## src/rtl/cwr_pkg.sv

```systemverilog
package cwr_pkg;

  // Access width codes carried on the size fields.
  localparam logic [1:0] SZ_1B = 2'd0;
  localparam logic [1:0] SZ_2B = 2'd1;

  // Byte count of an access; the reserved code counts as a full word.
  function automatic logic [2:0] size_bytes(input logic [1:0] code);
    case (code)
      SZ_1B:   size_bytes = 3'd1;
      SZ_2B:   size_bytes = 3'd2;
      default: size_bytes = 3'd4;
    endcase
  endfunction

endpackage

```

## src/rtl/cwr_span_check.sv

```systemverilog
module cwr_span_check
  import cwr_pkg::*;
#(
  parameter int AW          = 8,
  parameter int BASE        = 0,
  parameter int LEN         = 4,
  parameter bit STRICT_BASE = 1'b0
) (
  input  logic [AW-1:0] addr,
  input  logic [1:0]    size,
  output logic          overlap,
  output logic          misfit
);

  localparam int EW = AW + 2;
  localparam logic [EW-1:0] LO_B = EW'(BASE);
  localparam logic [EW-1:0] HI_B = EW'(BASE + LEN);

  logic [EW-1:0] lo;
  logic [EW-1:0] hi;
  logic [EW-1:0] rel;
  logic [EW:0]   end_rel;
  logic          contained;

  always_comb begin
    lo        = EW'(addr);
    hi        = lo + EW'(size_bytes(size));
    rel       = lo - LO_B;
    // One extra bit so an access starting below BASE cannot wrap into range.
    end_rel   = {1'b0, rel} + (EW+1)'(size_bytes(size));
    overlap   = (lo < HI_B) && (LO_B < hi);
    contained = (end_rel <= (EW+1)'(LEN));
  end

  generate
    if (STRICT_BASE) begin : g_strict
      logic at_base;
      assign at_base = (lo == LO_B);
      assign misfit  = overlap && (!contained || !at_base);
    end else begin : g_loose
      assign misfit  = overlap && !contained;
    end
  endgenerate

endmodule

```

## src/rtl/cwr_index_reg.sv

```systemverilog
module cwr_index_reg #(
  parameter int              DW    = 32,
  parameter int              CW    = 12,
  parameter logic [DW-1:0]   MATCH = 32'h0000_4000,
  parameter logic [DW-1:0]   MASK  = 32'h0000_0FFF
) (
  input  logic          clk,
  input  logic          rst_n,
  input  logic          upd,
  input  logic [DW-1:0] wdata,
  output logic          armed,
  output logic [CW-1:0] offset
);

  localparam logic [CW-1:0] OFS_MASK = MASK[CW-1:0];

  logic          hit;
  logic [CW-1:0] ofs_next;

  assign hit      = ((wdata & ~MASK) == MATCH);
  assign ofs_next = wdata[CW-1:0] & OFS_MASK;

  always_ff @(posedge clk or negedge rst_n) begin
    if (!rst_n) begin
      armed  <= 1'b0;
      offset <= '0;
    end else if (upd) begin
      armed <= hit;
      if (hit) offset <= ofs_next;
    end
  end

  p_arm_on_match_r2: assert property (@(posedge clk) disable iff (!rst_n)
    (upd && ((wdata & ~MASK) == MATCH)) |=>
      (armed && offset == ($past(wdata[CW-1:0]) & OFS_MASK)));

  p_disarm_on_miss_r3: assert property (@(posedge clk) disable iff (!rst_n)
    (upd && ((wdata & ~MASK) != MATCH)) |=> !armed);

  p_hold_without_write_r2: assert property (@(posedge clk) disable iff (!rst_n)
    !upd |=> ($stable(armed) && $stable(offset)));

endmodule

```

## src/rtl/cwr_sticky_err.sv

```systemverilog
module cwr_sticky_err (
  input  logic clk,
  input  logic rst_n,
  input  logic set,
  input  logic clr,
  output logic flag
);

  always_ff @(posedge clk or negedge rst_n) begin
    if (!rst_n)   flag <= 1'b0;
    else if (set) flag <= 1'b1;
    else if (clr) flag <= 1'b0;
  end

  p_set_wins_r9: assert property (@(posedge clk) disable iff (!rst_n)
    set |=> flag);

  p_sticky_r9: assert property (@(posedge clk) disable iff (!rst_n)
    (flag && !clr) |=> flag);

  p_clear_r9: assert property (@(posedge clk) disable iff (!rst_n)
    (clr && !set) |=> !flag);

endmodule

```

## src/rtl/cfg_window_redirect.sv

```systemverilog
module cfg_window_redirect #(
  parameter int            AW       = 8,
  parameter int            DW       = 32,
  parameter int            CW       = 12,
  parameter int            DEV_AW   = 16,
  parameter int            IDX_OFS  = 0,
  parameter int            DAT_OFS  = 4,
  parameter int            REG_LEN  = 4,
  parameter int            BASE_OFS = 'h100,
  parameter logic [DW-1:0] MATCH    = 32'h0000_4000,
  parameter logic [DW-1:0] MASK     = 32'h0000_0FFF
) (
  input  logic              clk,
  input  logic              rst_n,
  input  logic              h_valid,
  output logic              h_ready,
  input  logic              h_write,
  input  logic [AW-1:0]     h_addr,
  input  logic [1:0]        h_size,
  input  logic [DW-1:0]     h_wdata,
  output logic [DW-1:0]     h_rdata,
  output logic              d_valid,
  input  logic              d_ready,
  output logic              d_write,
  output logic [DEV_AW-1:0] d_addr,
  output logic [1:0]        d_size,
  output logic [DW-1:0]     d_wdata,
  input  logic [DW-1:0]     d_rdata,
  output logic              c_valid,
  input  logic              c_ready,
  output logic              c_write,
  output logic [CW-1:0]     c_addr,
  output logic [1:0]        c_size,
  output logic [DW-1:0]     c_wdata,
  input  logic [DW-1:0]     c_rdata,
  input  logic              err_clear,
  output logic              err_flag
);

  localparam int NREG = 2;
  localparam int REG_BASE [NREG] = '{IDX_OFS, DAT_OFS};

  logic [NREG-1:0] ov;
  logic [NREG-1:0] bad;

  // Slot 0 decodes the index register (must start at its base), slot 1 the data register.
  genvar gi;
  generate
    for (gi = 0; gi < NREG; gi++) begin : g_span
      cwr_span_check #(
        .AW         (AW),
        .BASE       (REG_BASE[gi]),
        .LEN        (REG_LEN),
        .STRICT_BASE(gi == 0)
      ) u_span (
        .addr   (h_addr),
        .size   (h_size),
        .overlap(ov[gi]),
        .misfit (bad[gi])
      );
    end
  endgenerate

  logic          hs;
  logic          redirect;
  logic          armed;
  logic [CW-1:0] offset;
  logic          idx_upd;
  logic          err_set;

  assign redirect = armed && ov[1];
  assign h_ready  = redirect ? c_ready : d_ready;
  assign hs       = h_valid && h_ready;
  assign idx_upd  = hs && h_write && ov[0];
  assign err_set  = hs && (bad[1] || (h_write && bad[0]));

  cwr_index_reg #(
    .DW   (DW),
    .CW   (CW),
    .MATCH(MATCH),
    .MASK (MASK)
  ) u_index (
    .clk   (clk),
    .rst_n (rst_n),
    .upd   (idx_upd),
    .wdata (h_wdata),
    .armed (armed),
    .offset(offset)
  );

  cwr_sticky_err u_err (
    .clk  (clk),
    .rst_n(rst_n),
    .set  (err_set),
    .clr  (err_clear),
    .flag (err_flag)
  );

  // Request steering; payload is broadcast, only valid is qualified.
  assign d_valid = h_valid && !redirect;
  assign c_valid = h_valid && redirect;
  assign d_write = h_write;
  assign c_write = h_write;
  assign d_size  = h_size;
  assign c_size  = h_size;
  assign d_wdata = h_wdata;
  assign c_wdata = h_wdata;
  assign d_addr  = DEV_AW'(h_addr) + DEV_AW'(BASE_OFS);
  assign c_addr  = offset + CW'(h_addr) - CW'(DAT_OFS);
  assign h_rdata = redirect ? c_rdata : d_rdata;

  p_one_target_r6: assert property (@(posedge clk) disable iff (!rst_n)
    h_valid |-> $onehot({d_valid, c_valid}));

  p_bad_sets_flag_r7: assert property (@(posedge clk) disable iff (!rst_n)
    (h_valid && h_ready && bad[1]) |=> err_flag);

  p_idx_read_quiet_r8: assert property (@(posedge clk) disable iff (!rst_n)
    (h_valid && h_ready && !h_write && !bad[1] && !err_flag && !err_clear) |=> !err_flag);

endmodule

```

## config.mk

```make
export PLATFORM = sky130hd
export DESIGN_NAME = cfg_window_redirect
export DESIGN_NICKNAME = d
export VERILOG_FILES = /design/src/rtl/cwr_pkg.sv /design/src/rtl/cwr_span_check.sv /design/src/rtl/cwr_index_reg.sv /design/src/rtl/cwr_sticky_err.sv /design/src/rtl/cfg_window_redirect.sv
export SDC_FILE = /design/constraint.sdc
export NUM_CORES = 1
export LEC_CHECK = 0
export ABC_AREA = 0
export BUFFER_PORTS_ARGS = -buffer_cell sky130_fd_sc_hd__buf_2
export CORE_MARGIN = 8
export CORE_UTILIZATION = 42
export DETAILED_ROUTE_END_ITERATION = 16
export PLACE_DENSITY = 0.93
export SETUP_SLACK_MARGIN = 0.5
export SLEW_MARGIN = 30
export SYNTH_ARGS = -nofsm -noshare
export SYNTH_HDL_FRONTEND = slang
export SYNTH_SLANG_ARGS = --single-unit
```

## constraint.sdc

```tcl
create_clock -name clk -period 6.5 [get_ports clk]
set_clock_uncertainty 0.2 [all_clocks]
set_input_delay 0.325 -clock clk [delete_from_list [all_inputs] [get_ports clk]]
set_output_delay 0.325 -clock clk [all_outputs]
set_load 0.02 [all_outputs]
```

==> results.yml <==
outcome:
  status: "finished clean"
route:
  route.antenna.remaining_nets: 0
  wl_mm: 10.1
  num_vias: 2730
  drt-initial-drc-count: 90
  routedWlPerCell_um: 18.5
  first_pass_iters: 6
  drc: 0
  viasPerCell: 4.99
timing:
  worstMarginPinSlew_ps: 617
  final-setup-viol-count: 0
  slew_viol_final: 0
  setup_slack_ps: 2860
  rsz0062_at_grt: "no"
  period_share: 0.560
  max_slew_margin: 0.580
  fmax_ghz: 0.274
  final-hold-violation-count: 0
  finalSetupTns_ps: 0
  post-route-min-period_ps: 3640
  hold_slack_ps: 142
worst_setup_path:
  critPathSlowestCell: "fa_1"
  worstPathCellList: "buf_2, nor2_1, ha_1, inv_1, fa_1, o21bai_1, a211oi_1, o21ai_2, o311a_1, buf_4, mux2_2, buf_2"
  path_delay_family: "compound AO/OA/AOI/OAI gates"
  arrival_ps: 3120
  end_kind: "output port"
  required_ps: 5970
  cpPeakStageDelay_ps: 460
  cp-start-kind: "input pin"
  crit_fanout: 37
  cp_num_buf_inv: 4
  cpMostUsedCell: "buf_2"
  path_class: "input pin to output port"
synthesis:
  avgSynthCellArea_sq_um: 8.95
  syn-cell-area_sq_um: 2780
  ys_types: 55
  synth_edf_count: 0
  ys_warn_count: 0
  ys_seq_elements: 14
  synth.yosys.seq_area_share: 0.126
  synth-async-reset-ratio: 1.00
  netlist_instances: 311
  synth-main-ff-cell: "dfrtp_1"
worst_hold_path:
  hp-class: "input pin to flop"
layout:
  area_delta_synth_final_pct: 24.8
  finalInstanceArea_sq_um: 3470
  final_layout_size_suffix_gt1_frac: 0.623
  antenna_cells: 0
  fillerInstances: 612
  multi_input_area_sq_um: 1640
  fin_nets: 610
  regArea_sq_um: 350
die:
  die_w_um: 97.4
  start_util: 0.436
  rows: 29
  die_y_um: 97.4
  die_area_sq_um: 9490
  ios: 247
  core_sq_um: 6390
cts:
  root_buffer: "clkbuf_8"
  clkLatencyLatePin_ps: 240
  clock_sinks: 14
  cts_buffers: 3
  clk_transition_reported_paths_ps: 50
  h-tree-depth: 1
  cts_tree: "yes"
  cts_max_path_buffers: 2
pwr:
  p_per_area_nw_per_um2: 115
  ir_drop_uv: 132
  p_leak_nw: 1.95
place:
  place_area_sq_um: 3410
  pre_cts_slack_ps: 2630
  gp_congestion: 0.829
  port_buffers: 238
  dp_hpwl_mm: 9.05
global_route:
  grt_max_degree: 38
  grt_overflow: 0
  antenna_found_initial: 2
  grt_pass1_wl_mm: 15.2
  grtUsageTotal: 0.193
  grt_pass1_vias: 2917
job:
  cap_violations: 0
[placed cells by master (no fill, tap or decap), types with 4 or more instances in the layout]
cell | Yosys | routed
nor2b_1 | 6 | 6
dfrtp_1 | 14 | 14
nor4_1 | 7 | 7
nor2_1 | 7 | 7
nand3_1 | 4 | 4
o21ai_0 | 4 | 4
conb_1 | 2 | 8
mux2_2 | 34 | 34
xnor2_1 | 6 | 6
a21oi_1 | 6 | 6
ha_1 | 24 | 24
o21bai_1 | 4 | 4
clkbuf_8 | 0 | 4
nand2_1 | 4 | 4
buf_2 | 3 | 238
mux2_4 | 9 | 9
inv_1 | 33 | 33
[per-layer routing]
metal / part of all wire / GRT usage
met1: 0.36 / 0.189
met2: 0.54 / 0.371
met3: 0.093 / 0.0811
met4: 0.0090 / 0.0280
met5: 0.0027 / 0
[sequential cells by signal, summed over array words and instances, names as in the netlist]
name,count
u_index.offset,12
u_index.armed,1
u_err.flag,1
[synthesized netlist by cell type, types with 3 or more instances]
cell type / number / share of area
a21o_1: 3 / 0.0081
a21oi_1: 6 / 0.011
buf_2: 3 / 0.0054
buf_4: 86 / 0.23
dfrtp_1: 14 / 0.13
ha_1: 24 / 0.11
inv_1: 33 / 0.045
mux2_1: 3 / 0.012
mux2_2: 34 / 0.14
mux2_4: 9 / 0.049
nand2_1: 4 / 0.0054
nand3_1: 4 / 0.0072
nor2_1: 7 / 0.0094
nor2b_1: 6 / 0.013
nor4_1: 7 / 0.016
o21ai_0: 4 / 0.0072
o21bai_1: 4 / 0.011
xnor2_1: 6 / 0.019
xor2_1: 3 / 0.0094
[repair_timing]
item / CTS / global route
resized for setup: 0 / 0
hold buffers: 1 / 0
endpoints found under the hold margin: 14 / 0
buffers inserted: 0 / 0
[kinds of logic (layout without fill, tap and decap cells)]
family / count (synthesis) / in the layout / synth area share
buffers and inverters: 124 / 277 / 0.293
multiplexers: 49 / 49 / 0.214
AND/OR/NAND/NOR: 48 / 48 / 0.105
AO/OA/AOI/OAI: 38 / 38 / 0.103
adder cells (fa/ha/maj): 26 / 26 / 0.122
flip-flops: 14 / 14 / 0.126
XOR/XNOR: 10 / 10 / 0.0342
other: 2 / 8 / 0.00270
[metrics by stage]
stage                util  instances  power [mW]
floorplan               -        317       0.253
global placement    0.534        542       0.311
detailed placement  0.534        542       0.316
CTS                 0.544        547       0.401
global route        0.544        547       0.422
finish              0.544        547       0.398
[power breakdown]
part | switching (mW) | internal, mW | total [mW]
Combinational | 0.139 | 0.0879 | 0.227
Sequential | 0.0000535 | 0.0873 | 0.0874
Clock | 0.0299 | 0.0536 | 0.0835
Total | 0.169 | 0.229 | 0.398
[worst paths after layout]
check	startpoint	end	slack, ps	depth (start not counted)
setup reg to reg	u_index.armed	u_index.offset[1]	4030	5
hold reg to reg	u_index.offset[3]	u_index.offset[3]	290	1
max in group asynchronous	rst_n	u_index.offset[2]	5560	2
hold / removal	h_wdata[1]	u_index.offset[1]	140	2
min in group asynchronous	rst_n	u_index.offset[8]	310	2
setup / recovery	h_size[1]	h_rdata[23]	2860	12
[final cells by class]
type,instances,share of cell area
Clock buffer,4,0.0159
Inverter,33,0.0357
Multi-Input combinational cell,179,0.472
Sequential cell,14,0.101
Tap cell,77,0.0277
Timing Repair Buffer,240,0.348
No activity file was read; power rests on OpenSTA's default activity.
